--- src/rtl/burst_seq_pkg.sv ---
package burst_seq_pkg;
    typedef enum logic [0:0] {
        IDLE  = 1'b0,
        BURST = 1'b1
    } seq_state_t;
endpackage

--- src/rtl/burst_seq_arb.sv ---
module burst_seq_arb (
    input  logic clk,
    input  logic rst_n,
    input  logic strobe_cpu_i,
    input  logic strobe_ctl_i,
    input  logic en_a_n_i,
    input  logic en_b_i,
    input  logic en_c_n_i,
    output logic load_o,
    output logic desel_o
);
    logic cpu_ok;
    logic take;
    logic all_on;

    always_comb begin
        cpu_ok  = strobe_cpu_i && !en_a_n_i;
        take    = cpu_ok || strobe_ctl_i;
        all_on  = !en_a_n_i && en_b_i && !en_c_n_i;
        load_o  = take && all_on;
        desel_o = take && !all_on;
    end

    AST_CPU_GATED: assert property (@(posedge clk) disable iff (!rst_n)
        (en_a_n_i && !strobe_ctl_i) |-> !(load_o || desel_o));

    AST_CTL_DECIDES: assert property (@(posedge clk) disable iff (!rst_n)
        strobe_ctl_i |-> (load_o || desel_o));
endmodule

--- src/rtl/burst_seq_beat.sv ---
module burst_seq_beat #(
    parameter int BEAT_W = 2
) (
    input  logic [BEAT_W-1:0] base_lo_i,
    input  logic [BEAT_W-1:0] count_i,
    input  logic              lin_i,
    output logic [BEAT_W-1:0] lo_o
);
    logic [BEAT_W-1:0] lin_lo;
    logic [BEAT_W-1:0] ilv_lo;

    genvar b;
    generate
        for (b = 0; b < BEAT_W; b++) begin : g_ilv
            assign ilv_lo[b] = base_lo_i[b] ^ count_i[b];
        end
    endgenerate

    assign lin_lo = base_lo_i + count_i;
    assign lo_o   = lin_i ? lin_lo : ilv_lo;
endmodule

--- src/rtl/burst_seq.sv ---
module burst_seq
    import burst_seq_pkg::*;
#(
    parameter int AW     = 16,
    parameter int BEAT_W = 2
) (
    input  logic          clk,
    input  logic          rst_n,
    input  logic [AW-1:0] addr_i,
    input  logic          strobe_cpu_i,
    input  logic          strobe_ctl_i,
    input  logic          advance_i,
    input  logic          en_a_n_i,
    input  logic          en_b_i,
    input  logic          en_c_n_i,
    input  logic          order_lin_i,
    output logic [AW-1:0] addr_o,
    output logic          valid_o
);
    localparam int HI_W = AW - BEAT_W;

    seq_state_t        state_q, state_d;
    logic [AW-1:0]     base_q;
    logic [BEAT_W-1:0] cnt_q;
    logic              lin_q;
    logic              load;
    logic              desel;
    logic [BEAT_W-1:0] lo_addr;

    burst_seq_arb u_arb (
        .clk          (clk),
        .rst_n        (rst_n),
        .strobe_cpu_i (strobe_cpu_i),
        .strobe_ctl_i (strobe_ctl_i),
        .en_a_n_i     (en_a_n_i),
        .en_b_i       (en_b_i),
        .en_c_n_i     (en_c_n_i),
        .load_o       (load),
        .desel_o      (desel)
    );

    burst_seq_beat #(.BEAT_W(BEAT_W)) u_beat (
        .base_lo_i (base_q[BEAT_W-1:0]),
        .count_i   (cnt_q),
        .lin_i     (lin_q),
        .lo_o      (lo_addr)
    );

    always_comb begin
        state_d = state_q;
        unique case (state_q)
            IDLE:    if (load) state_d = BURST;
            BURST:   if (desel) state_d = IDLE;
            default: state_d = IDLE;
        endcase
    end

    always_ff @(posedge clk) begin
        if (!rst_n) begin
            state_q <= IDLE;
            base_q  <= '0;
            cnt_q   <= '0;
            lin_q   <= 1'b0;
        end else begin
            state_q <= state_d;
            if (load) begin
                base_q <= addr_i;
                cnt_q  <= '0;
                lin_q  <= order_lin_i;
            end else if (!desel && advance_i && state_q == BURST) begin
                cnt_q <= cnt_q + 1'b1;
            end
        end
    end

    always_comb begin
        addr_o  = {base_q[AW-1:BEAT_W], lo_addr};
        valid_o = (state_q == BURST);
    end

    AST_LOAD_TAKES: assert property (@(posedge clk) disable iff (!rst_n)
        load |=> (valid_o && addr_o == $past(addr_i)));

    AST_DESEL_DROPS: assert property (@(posedge clk) disable iff (!rst_n)
        desel |=> (!valid_o && $stable(addr_o)));

    AST_HOLD: assert property (@(posedge clk) disable iff (!rst_n)
        (valid_o && !load && !desel && !advance_i) |=> (valid_o && $stable(addr_o)));

    AST_UPPER_STABLE: assert property (@(posedge clk) disable iff (!rst_n)
        (valid_o && !load && !desel && advance_i)
        |=> (addr_o[AW-1:BEAT_W] == $past(addr_o[AW-1:BEAT_W])));

    AST_LIN_STEP: assert property (@(posedge clk) disable iff (!rst_n)
        (valid_o && lin_q && !load && !desel && advance_i)
        |=> (addr_o[BEAT_W-1:0] == $past(addr_o[BEAT_W-1:0]) + 1'b1));

    AST_IDLE_ADV: assert property (@(posedge clk) disable iff (!rst_n)
        (!valid_o && !load) |=> (!valid_o && $stable(addr_o)));

    initial begin
        AST_WIDTH: assert (HI_W > 0);
    end
endmodule

--- config.mk ---
export PLATFORM = sky130hd
export DESIGN_NAME = burst_seq
export DESIGN_NICKNAME = d
export VERILOG_FILES = /design/src/rtl/burst_seq_pkg.sv /design/src/rtl/burst_seq_arb.sv /design/src/rtl/burst_seq_beat.sv /design/src/rtl/burst_seq.sv
export SDC_FILE = /design/constraint.sdc
export NUM_CORES = 1
export LEC_CHECK = 0
export BUFFER_PORTS_ARGS = -buffer_cell sky130_fd_sc_hd__buf_2
export CAP_MARGIN = 20
export CORE_ASPECT_RATIO = 0.8
export CORE_MARGIN = 2
export CORE_UTILIZATION = 48
export CTS_BUF_LIST = sky130_fd_sc_hd__clkbuf_4
export DETAILED_ROUTE_END_ITERATION = 12
export PLACE_DENSITY = 0.81
export RECOVER_POWER = 25
export SYNTH_ARGS = -nofsm -noshare
export SYNTH_HDL_FRONTEND = slang
export SYNTH_HIERARCHICAL = 1
export SYNTH_SLANG_ARGS = --single-unit
--- constraint.sdc ---
create_clock -name clk -period 1.4 [get_ports clk]
set_input_delay 0.21 -clock clk [delete_from_list [all_inputs] [get_ports clk]]
set_output_delay 0.21 -clock clk [all_outputs]
set_load 0.05 [all_outputs]
==> key figures <==
Outcome
  • Outcome: finished clean

STA
  • Fmax: 0.727 GHz
  • Slew Viols, Final: 0
  • Hold slack: 167 ps
  • RSZ-0062 raised after global routing: yes
  • Worst slew margin: 82.4%
  • Fin crit period: 1380 ps
  • Worst Clk Skew: 7.87 ps
  • Setup ws final: 23.8 ps
  • Setup violations, final: 0
  • Final period util: 98.3%
  • Worst slew pin tran: 264 ps
  • Final Hold Fails: 0

Floorplanning
  • Die area: 2380 µm²
  • Std cell rows: 14
  • Num ports: 42
  • Chip Width: 54.1 µm
  • Starting density of the core: 50.9%
  • Core area: 1890 µm²
  • Die height: 44.1 µm

Clock tree
  • Clock tree buffer depth: 2
  • H-tree levels: 1
  • Sink Count: 20
  • Clock Latency Late Sink: 300 ps
  • Cts bufs inserted: 3
  • CTS tree: built
  • CTS clk-pin slew, worst paths: 110 ps
  • CTS Root Cell: clkbuf_4

Cells and area
  • Share of layout cells above drive strength 1: 45.8%
  • # diodes: 0
  • Fin nets: 148
  • Area grow syn2layout: 20.6%
  • # fillers: 164

Place
  • Place WS: 57.7 ps
  • Post-DP HPWL: 1.30 mm
  • # port buffers: 41
  • Final Wtd Congestion: 0.568

Critical path
  • Slowest-stage cell, CP: dfxtp_2
  • CP max FO: 3
  • Reg2Reg Depth: 3
  • CP Buf/Inv Count: 1
  • R2r setup slk: 390 ps
  • Worst Setup End Kind: output pin
  • CP required: 1190 ps
  • Arrival time at the worst endpoint: 1170 ps
  • Type of the worst setup path: reg -> out
  • R2R Path Start: cnt_q[0]$_SDFFE_PP0P_
  • Type of origin of the critical path: register
  • Cell family with most CP delay: flip-flops
  • Crit-path cells: xor2_2 -> xnor2_2 -> buf_6
  • RR Endpoint: cnt_q[0]$_SDFFE_PP0P_
  • Slowest Stage Delay on Critical Path: 360 ps

Logic synthesis
  • Simple-gate share of the synthesized area: 18.8%
  • Post-synth cell types: 19
  • Sequential share of the synthesized area: 41.6%
  • Most common cell in the netlist: dfxtp_1
  • Adder-Cell Fraction of Synth Area: 1.30%
  • Combinational family with the most area after synthesis: multiplexers
  • Mux contribution to synthesized area: 19.7%
  • Synth top area cells: dfxtp_1 42%, mux2i_1 20%, nor2b_1 11%
  • Compound-cell area share of the yosys netlist: 2.34%
  • FFs w/ async S/R, synth: 0%
  • Synthesized cell area: 963 µm²
  • #FFs+latches synth: 20
  • Synth top cells by count: 20 x dfxtp_1, 19 x mux2i_1, 17 x nor2b_1
  • Area leader, netlist: dfxtp_1
  • Gate Count Post-Synth: 91
  • Synth top area share: 41.6%
  • Xor/xnor share of the synthesized area: 1.82%
  • Synthesized net count: 117
  • Post-synth EDFFs: 0
  • Ys flop type: dfxtp_1
  • Avg Cell Area, Syn: 10.6 µm²
  • Yosys warnings: 6

Hold path
  • Hold Startpoint: addr_i[8]
  • Worst hold stages: 3
  • Hold Path End: base_q[8]$_SDFFE_PN0P_
  • Hold crit path type: in -> reg

Global route
  • Antenna violations before repair: 0
  • Largest net degree at the start of global routing: 23
  • Number of global-route vias before repair: 675
  • Global Route Usage Sum: 16.8%
  • First-pass GRT wire length: 2.77 mm
  • Total grt overflow: 0

Route
  • DRC Markers: 0
  • ANT nets after route: 0
  • Routed WL: 1.85 mm
  • 1st-pass router iterations: 4
  • Via count: 702
  • Drt wl/cell: 12.9 µm
  • Vias/cell: 4.88
  • DRT iter0 DRCs: 7

Power and ir drop
  • Maximum vdd drop: 626 µV
  • Pleak: 0.543 nW
  • PwrDens: 896 nW/µm²

Run
  • Max-cap violations: 0
power breakdown:
group,internal (W),switching (W),total [W]
Clock,0.000100,0.000167,0.000267
Combinational,0.0000763,0.000103,0.000179
Sequential,0.000585,0.0000104,0.000596
Total,0.000762,0.000280,0.00104
what timing repair did:
| action | in CTS | in global routing |
|---|---|---|
| endpoints found under the hold margin | 0 | 0 |
| setup endpoints to repair | 1 | 1 |
| hold buffers | 0 | 0 |
| buffers inserted | 1 | 0 |
| pin swaps | 3 | 2 |
| resized for setup | 10 | 1 |
layout by cell type, fill, tap and decap left out, drive strengths merged:
| cell type | instances |
|---|---|
| buf | 44 |
| xnor2 | 1 |
| nor2b | 17 |
| nand4b | 1 |
| nand3b | 3 |
| clkbuf | 3 |
| xor2 | 1 |
| dfxtp | 20 |
| inv | 1 |
| nor3b | 1 |
| nand2b | 1 |
| nand2 | 2 |
| o21a | 1 |
| ha | 1 |
| o211a | 1 |
| mux2i | 19 |
| or3b | 2 |
| a21oi | 1 |
metrics by stage:
stage / total power (W) / instance area, µm² / utilization (%) / std cells / TNS [ps]
6_report: 0.00104 / 1160 / 61.4 / 144 / 0
5_1_grt: 0.00108 / 1160 / 61.4 / 144 / -29.9
4_1_cts: 0.00105 / 1170 / 61.6 / 144 / -11.5
3_5_place_dp: 0.000785 / 1100 / 58.1 / 140 / 0
3_3_place_gp: 0.000779 / 1100 / 58.1 / 140 / 0
2_1_floorplan: 0.000740 / 971 / - / 91 / 0
registers in the layout, indices dropped and copies added (netlist names):
register and count:
cnt_q 2, base_q 16, lin_q 1, valid_o 1
worst min-delay path, cell delays in order:
cell,delay (ps)
buf_2,80
mux2i_1,60
nor2b_1,90
final cells by class:
| class | instances | area, µm² | share of cell area (%) |
|---|---|---|---|
| multi-input combinational | 52 | 454 | 39.1 |
| timing repair buffer | 44 | 246 | 21.2 |
| sequential | 20 | 405 | 34.9 |
| clock buffer | 3 | 22.5 | 1.94 |
| inverter | 1 | 3.75 | 0.323 |
| tap | 24 | 30.0 | 2.58 |
metal layers:
layer / part of all wire (%) / track usage (%)
met1: 40 / 18.6
met2: 51 / 30.2
met3: 5.7 / 2.03
met4: 2.2 / 10.5
met5: 0 / 0
cell families after synthesis:
logic type | after synthesis
buf+inv | 19
fa+ha+maj | 1
mux | 19
xor+xnor | 2
compound gates | 3
flops | 20
simple gates | 27
how the worst max path moves through the flow:
stage	start	to	slack, ps	cells after the start
finish	cnt_q[1]$_SDFFE_PP0P_	addr_o[1]	20	3
global route	base_q[0]$_SDFFE_PN0P_	addr_o[1]	-30	4
CTS	cnt_q[0]$_SDFFE_PP0P_	addr_o[1]	-10	4
detailed placement	en_a_n_i	base_q[2]$_SDFFE_PN0P_	60	6
global placement	en_b_i	cnt_q[1]$_SDFFE_PP0P_	110	6
floorplan	cnt_q[0]$_SDFFE_PP0P_	addr_o[1]	140	3
Note: power is estimated with default switching activity, not from simulation.
